**src/rtl/bcd_adj_pkg.sv**
```systemverilog
package bcd_adj_pkg;

  typedef enum logic [1:0] {
    OP_ADD_FIX   = 2'd0,
    OP_DIV_PREP  = 2'd1,
    OP_MUL_SPLIT = 2'd2,
    OP_NONE      = 2'd3
  } bcd_op_e;

  typedef struct packed {
    logic c;
    logic a;
    logic s;
    logic z;
    logic p;
  } bcd_flags_t;

endpackage

```
**src/rtl/bcd_add_fix.sv**
```systemverilog
module bcd_add_fix #(
  parameter int BYTE_W = 8
) (
  input  logic [2*BYTE_W-1:0] acc,
  input  logic                aux,
  output logic [2*BYTE_W-1:0] res,
  output logic                fix
);
  localparam int          NIB_W   = 4;
  localparam logic [NIB_W-1:0]  NIB_MAX = 4'd9;
  localparam logic [BYTE_W-1:0] BUMP    = BYTE_W'(6);

  logic [BYTE_W-1:0] lo, hi, lo_bumped, lo_new, hi_new;

  assign lo        = acc[BYTE_W-1:0];
  assign hi        = acc[2*BYTE_W-1:BYTE_W];
  assign fix       = (lo[NIB_W-1:0] > NIB_MAX) | aux;
  assign lo_bumped = lo + BUMP;

  always_comb begin
    lo_new = '0;
    if (fix) begin
      lo_new[NIB_W-1:0] = lo_bumped[NIB_W-1:0];
      hi_new            = hi + BYTE_W'(1);
    end else begin
      lo_new[NIB_W-1:0] = lo[NIB_W-1:0];
      hi_new            = hi;
    end
  end

  assign res = {hi_new, lo_new};
endmodule

```
**src/rtl/bcd_div_prep.sv**
```systemverilog
module bcd_div_prep #(
  parameter int BYTE_W = 8
) (
  input  logic [2*BYTE_W-1:0] acc,
  input  logic [BYTE_W-1:0]   radix,
  output logic [2*BYTE_W-1:0] res
);
  logic [BYTE_W-1:0]   lo, hi;
  logic [2*BYTE_W-1:0] prod;
  logic [BYTE_W-1:0]   mac;

  assign lo   = acc[BYTE_W-1:0];
  assign hi   = acc[2*BYTE_W-1:BYTE_W];
  assign prod = {{BYTE_W{1'b0}}, hi} * {{BYTE_W{1'b0}}, radix};
  assign mac  = lo + prod[BYTE_W-1:0];
  assign res  = {{BYTE_W{1'b0}}, mac};
endmodule

```
**src/rtl/bcd_restoring_div.sv**
```systemverilog
module bcd_restoring_div #(
  parameter int BYTE_W = 8
) (
  input  logic              clk,
  input  logic              rst,
  input  logic              load,
  input  logic [BYTE_W-1:0] dividend,
  input  logic [BYTE_W-1:0] divisor,
  output logic              busy,
  output logic              last,
  output logic [BYTE_W-1:0] quo_nxt,
  output logic [BYTE_W-1:0] rem_nxt
);
  localparam int CW = (BYTE_W > 1) ? $clog2(BYTE_W) : 1;
  localparam logic [CW-1:0] LAST_STEP = CW'(BYTE_W - 1);

  logic [BYTE_W-1:0] rem_q, quo_q, dvs_q;
  logic [CW-1:0]     step_q;
  logic [BYTE_W:0]   shifted, diff;
  logic              fits;

  assign shifted = {rem_q, quo_q[BYTE_W-1]};
  assign diff    = shifted - {1'b0, dvs_q};
  assign fits    = shifted >= {1'b0, dvs_q};
  assign rem_nxt = fits ? diff[BYTE_W-1:0] : shifted[BYTE_W-1:0];
  assign quo_nxt = {quo_q[BYTE_W-2:0], fits};
  assign last    = busy && (step_q == LAST_STEP);

  always_ff @(posedge clk) begin
    if (rst) begin
      rem_q  <= '0;
      quo_q  <= '0;
      dvs_q  <= '0;
      step_q <= '0;
      busy   <= 1'b0;
    end else if (load && !busy) begin
      rem_q  <= '0;
      quo_q  <= dividend;
      dvs_q  <= divisor;
      step_q <= '0;
      busy   <= 1'b1;
    end else if (busy) begin
      rem_q  <= rem_nxt;
      quo_q  <= quo_nxt;
      step_q <= step_q + CW'(1);
      if (last) busy <= 1'b0;
    end
  end
endmodule

```
**src/rtl/bcd_adjust_unit.sv**
```systemverilog
module bcd_adjust_unit
  import bcd_adj_pkg::*;
#(
  parameter int BYTE_W = 8
) (
  input  logic                clk,
  input  logic                rst,
  input  logic                start,
  input  logic [1:0]          op,
  input  logic [2*BYTE_W-1:0] acc_in,
  input  logic                aux_in,
  input  logic [BYTE_W-1:0]   radix,
  output logic                busy,
  output logic                done,
  output logic                div_err,
  output logic [2*BYTE_W-1:0] acc_out,
  output logic                flag_c,
  output logic                flag_a,
  output logic                flag_s,
  output logic                flag_z,
  output logic                flag_p
);
  localparam int ACC_W = 2 * BYTE_W;

  function automatic bcd_flags_t szp(input logic [BYTE_W-1:0] b, input logic carry);
    bcd_flags_t f;
    f.c = carry;
    f.a = carry;
    f.s = b[BYTE_W-1];
    f.z = (b == '0);
    f.p = ~^b;
    return f;
  endfunction

  bcd_op_e           op_e;
  logic              accept, div_load, radix_zero;
  logic [ACC_W-1:0]  add_res, prep_res;
  logic              add_fix;
  logic              div_busy, div_last;
  logic [BYTE_W-1:0] quo_nxt, rem_nxt;
  bcd_flags_t        flags_q;

  assign op_e       = bcd_op_e'(op);
  assign accept     = start && !div_busy;
  assign radix_zero = (radix == '0);
  assign div_load   = accept && (op_e == OP_MUL_SPLIT) && !radix_zero;

  bcd_add_fix #(.BYTE_W(BYTE_W)) u_add_fix (
    .acc (acc_in),
    .aux (aux_in),
    .res (add_res),
    .fix (add_fix)
  );

  bcd_div_prep #(.BYTE_W(BYTE_W)) u_div_prep (
    .acc   (acc_in),
    .radix (radix),
    .res   (prep_res)
  );

  bcd_restoring_div #(.BYTE_W(BYTE_W)) u_div (
    .clk      (clk),
    .rst      (rst),
    .load     (div_load),
    .dividend (acc_in[BYTE_W-1:0]),
    .divisor  (radix),
    .busy     (div_busy),
    .last     (div_last),
    .quo_nxt  (quo_nxt),
    .rem_nxt  (rem_nxt)
  );

  always_ff @(posedge clk) begin
    if (rst) begin
      acc_out <= '0;
      flags_q <= '0;
      done    <= 1'b0;
      div_err <= 1'b0;
    end else begin
      done    <= 1'b0;
      div_err <= 1'b0;
      if (div_last) begin
        acc_out <= {quo_nxt, rem_nxt};
        flags_q <= szp(rem_nxt, 1'b0);
        done    <= 1'b1;
      end else if (accept) begin
        unique case (op_e)
          OP_ADD_FIX: begin
            acc_out <= add_res;
            flags_q <= szp(add_res[BYTE_W-1:0], add_fix);
            done    <= 1'b1;
          end
          OP_DIV_PREP: begin
            acc_out <= prep_res;
            flags_q <= szp(prep_res[BYTE_W-1:0], 1'b0);
            done    <= 1'b1;
          end
          OP_MUL_SPLIT: begin
            if (radix_zero) begin
              acc_out <= acc_in;
              div_err <= 1'b1;
              done    <= 1'b1;
            end
          end
          default: ;
        endcase
      end
    end
  end

  assign busy   = div_busy;
  assign flag_c = flags_q.c;
  assign flag_a = flags_q.a;
  assign flag_s = flags_q.s;
  assign flag_z = flags_q.z;
  assign flag_p = flags_q.p;
endmodule

```
**config.mk**
```make
export PLATFORM = sky130hd
export DESIGN_NAME = bcd_adjust_unit
export DESIGN_NICKNAME = d
export VERILOG_FILES = /design/src/rtl/bcd_adj_pkg.sv /design/src/rtl/bcd_add_fix.sv /design/src/rtl/bcd_div_prep.sv /design/src/rtl/bcd_restoring_div.sv /design/src/rtl/bcd_adjust_unit.sv
export SDC_FILE = /design/constraint.sdc
export NUM_CORES = 1
export LEC_CHECK = 0
export ABC_AREA = 1
export CAP_MARGIN = 15
export CORE_AREA = 2 2 98 100
export CTS_BUF_LIST = sky130_fd_sc_hd__clkbuf_2
export CTS_CLUSTER_SIZE = 20
export DETAILED_ROUTE_END_ITERATION = 8
export DIE_AREA = 0 0 100 102
export HOLD_SLACK_MARGIN = 0.06
export MAX_ROUTING_LAYER = met4
export PLACE_DENSITY_LB_ADDON = 0.12
export REMOVE_ABC_BUFFERS = 1
export SLEW_MARGIN = 10
export SYNTH_ARGS = -nofsm -noshare
export SYNTH_HDL_FRONTEND = slang
export SYNTH_SLANG_ARGS = --single-unit
export TNS_END_PERCENT = 10
```
**constraint.sdc**
```tcl
create_clock -name clk -period 4.85 [get_ports clk]
set_clock_uncertainty 0.1 [all_clocks]
set_input_delay 0.485 -clock clk [delete_from_list [all_inputs] [get_ports clk]]
set_output_delay 0.485 -clock clk [all_outputs]
set_load 0.02 [all_outputs]
```
==> reports/results.txt <==
Share of layout cells above drive strength 1: 10.8%
Req. time, crit path: 5.19 ns
# H-tree levels: 2
ANT nets after route: 0
Synth area leader: dfxtp_1
Worst Path Buf+Inv: 7
Lkg Pwr: 2.81 nW
Worst skew pair latency: 0.49 ns
Delay-heaviest family, CP: adder cells
CTS sink cnt: 50
Slowest cell on crit path: fa_1
Dpl cell area: 0.00527 sq mm
WL per Instance: 14.6 um
Share of the synthesized area in compound gates (AO/OA/AOI/OAI): 14.3%
Most common cell after layout, fill and taps aside: nand2_1
Pwr/cell area: 313 mW/mm^2
Post-route core utilization: 59.1%
Die X-Extent: 100 um
Ports: 54
Arrival time worst endpoint: 4.93 ns
Area grow syn2layout: 21.5%
CP Class: in2reg
XOR/XNOR Fraction of Synth Area: 2.76%
Crit. End Element: flip-flop
Post-synth top area share: 22.6%
NumNets Final: 821
Ys Warns: 0
Highest Signal Layer: met4
FF+latch count, synth: 50
Peak VDD IR: 0.000154 V
Final hold viol count: 0
Fraction of the mapped netlist area in adder cells: 20.7%
Post-synth EDFFs: 0
Largest cells by area after synthesis: dfxtp_1 23%, nand2_1 14%, ha_1 12%
Port Buf Inserts: 53
Row count: 35
Placeable Area: 0.00911 sq mm
Total track usage: 26.4%
Clk buf depth: 2
CTS root buf: clkbuf_2
Ys flop type: dfxtp_1
Vias in the first global route: 4252
Hold-fix buffers, CTS: 0
Rel. slew slack: 43.5%
Routability cong.: 0.930
First-pass GRT wire length: 20700 um
Outcome: complete, no violations
CTS tree: done
Detailed placement HPWL: 10100 um
# DRC: 0
Mean Syn Cell Area: 6.80 sq um
Simple-Gate Fraction of Synth Area: 25.8%
Post-CTS sizing: 0
Total CTS buffers: 5
WL met2: 5880 um
CTS clock-pin slew for the worst setup and hold paths: 0.33 ns
Tmin final: 4.59 ns
R2R setup slack: 1.70 ns
Max-cap viol count: 0
Delay of the slowest critical-path stage: 0.54 ns
DR pass1 iterations: 4
Die H: 102 um
Initial antenna violation count: 0
Full die area: 0.0102 sq mm
Fmax: 0.218 GHz
Vias per cell: 5.22
Largest family of logic cells by synthesized area: simple AND/OR/NAND/NOR gates
Via count: 4386
Setup repair bufs after CTS: 0
Max Fanout on Critical Path: 2
Overflow after GRT: 0
Mapped Area: 0.00444 sq mm
Seq/Total Area, Yosys: 22.6%
Slew Viols, Final: 0
Crit path launch type: input pin
Metal-1 WL: 5710 um
DRT Wirelength: 12300 um
Most used cell, CP: nand2_1
Commonest cells after routing, fill and taps aside: 170 x nand2_1, 125 x inv_1, 50 x dfxtp_1
Hold Crit Class: in2reg
Pin count of the biggest net entering global routing: 24
Post-Syn Instances: 652
Drt first-iter violations: 219
Finish-stage setup viols: 0
Count of cell types in the netlist: 35
# diodes: 0
Design area: 0.00539 sq mm
Mux share of post-synthesis cell area: 0%
Post-synth ARST share: 0%
Fin crit share: 94.5%
Met3 WL: 507 um
Least-Margin Pin Slew: 0.847 ns
Starting density of the core: 48.7%
## logic make-up (layout without fill, tap and decap cells)
kind of cell / count (synthesis) / after routing
compound gates: 108 / 108
flops: 50 / 50
xor+xnor: 14 / 14
buf+inv: 152 / 230
simple gates: 266 / 266
fa+ha+maj: 62 / 62
## cell type report
type | count | area (sq um)
Multi-Input combinational cell | 450 | 2860
Tap cell | 111 | 139
Timing Repair Buffer | 92 | 845
Sequential cell | 50 | 1000
Inverter | 130 | 488
Clock buffer | 5 | 25.0
Fill cell | 907 | 3720
Clock inverter | 3 | 28.8
## worst paths after layout
check                                  endpoint  cells past startpoint       startpoint
worst max-delay path                     flag_p                     26        acc_in[4]
worst min-delay path             u_div.quo_q[6]                      3        acc_in[6]
worst max register to register           flag_p                     19   u_div.quo_q[7]
worst min register to register  u_div.step_q[2]                      2  u_div.step_q[2]
## state kept, by name, summed over array words and instances, names as in the netlist
register	cells
flag_z	1
flag_p	1
u_div.dvs_q	8
done	1
flag_c	1
u_div.busy	1
acc_out	16
div_err	1
u_div.step_q	3
u_div.rem_q	8
flag_s	1
u_div.quo_q	8
## power breakdown
part / total, mW / internal (mW) / switching [mW]
Sequential: 0.449 / 0.434 / 0.0151
Clock: 0.203 / 0.0421 / 0.161
Combinational: 1.04 / 0.486 / 0.551
Total: 1.69 / 0.962 / 0.727
## worst min-delay path, stage by stage
cell,delay (ns)
dlymetal6s2s_1,0.14
nand2_1,0.08
a31oi_1,0.08
## per-stage QoR
| stage | worst slack [ns] | hold WS (ns) | power [mW] | TNS [ns] | instances |
|---|---|---|---|---|---|
| after floorplan | 0.182 | 0.337 | 1.08 | 0 | 630 |
| after global placement | -0.447 | 0.354 | 1.38 | -0.685 | 833 |
| after detailed placement | -0.534 | 0.366 | 1.40 | -0.800 | 833 |
| after CTS | 0.0278 | 0.395 | 1.61 | 0 | 841 |
| after global routing | -0.00296 | 0.178 | 1.85 | -0.00296 | 841 |
| final | 0.265 | 0.218 | 1.69 | 0 | 841 |
## layer usage
layer	GRT usage (%)	vias up
met5	-	-
met4	6.32	0
met3	2.94	22
met2	44.3	108
met1	34.3	2038
li1	-	2218
## synth_stat cells, types with 5 or more instances
cell type and n:
nand2_1 171, inv_1 126, dfxtp_1 50, ha_1 43, a21oi_1 37, nand3_1 33
nor2_1 31, o21ai_0 28, fa_1 19, a31oi_1 10, clkbuf_1 10, nand4_1 8
xnor2_1 7, xor2_1 7, buf_2 6, nand2_2 6, nor2_2 5, o22ai_1 5
No activity file was read; power rests on OpenSTA's default activity.
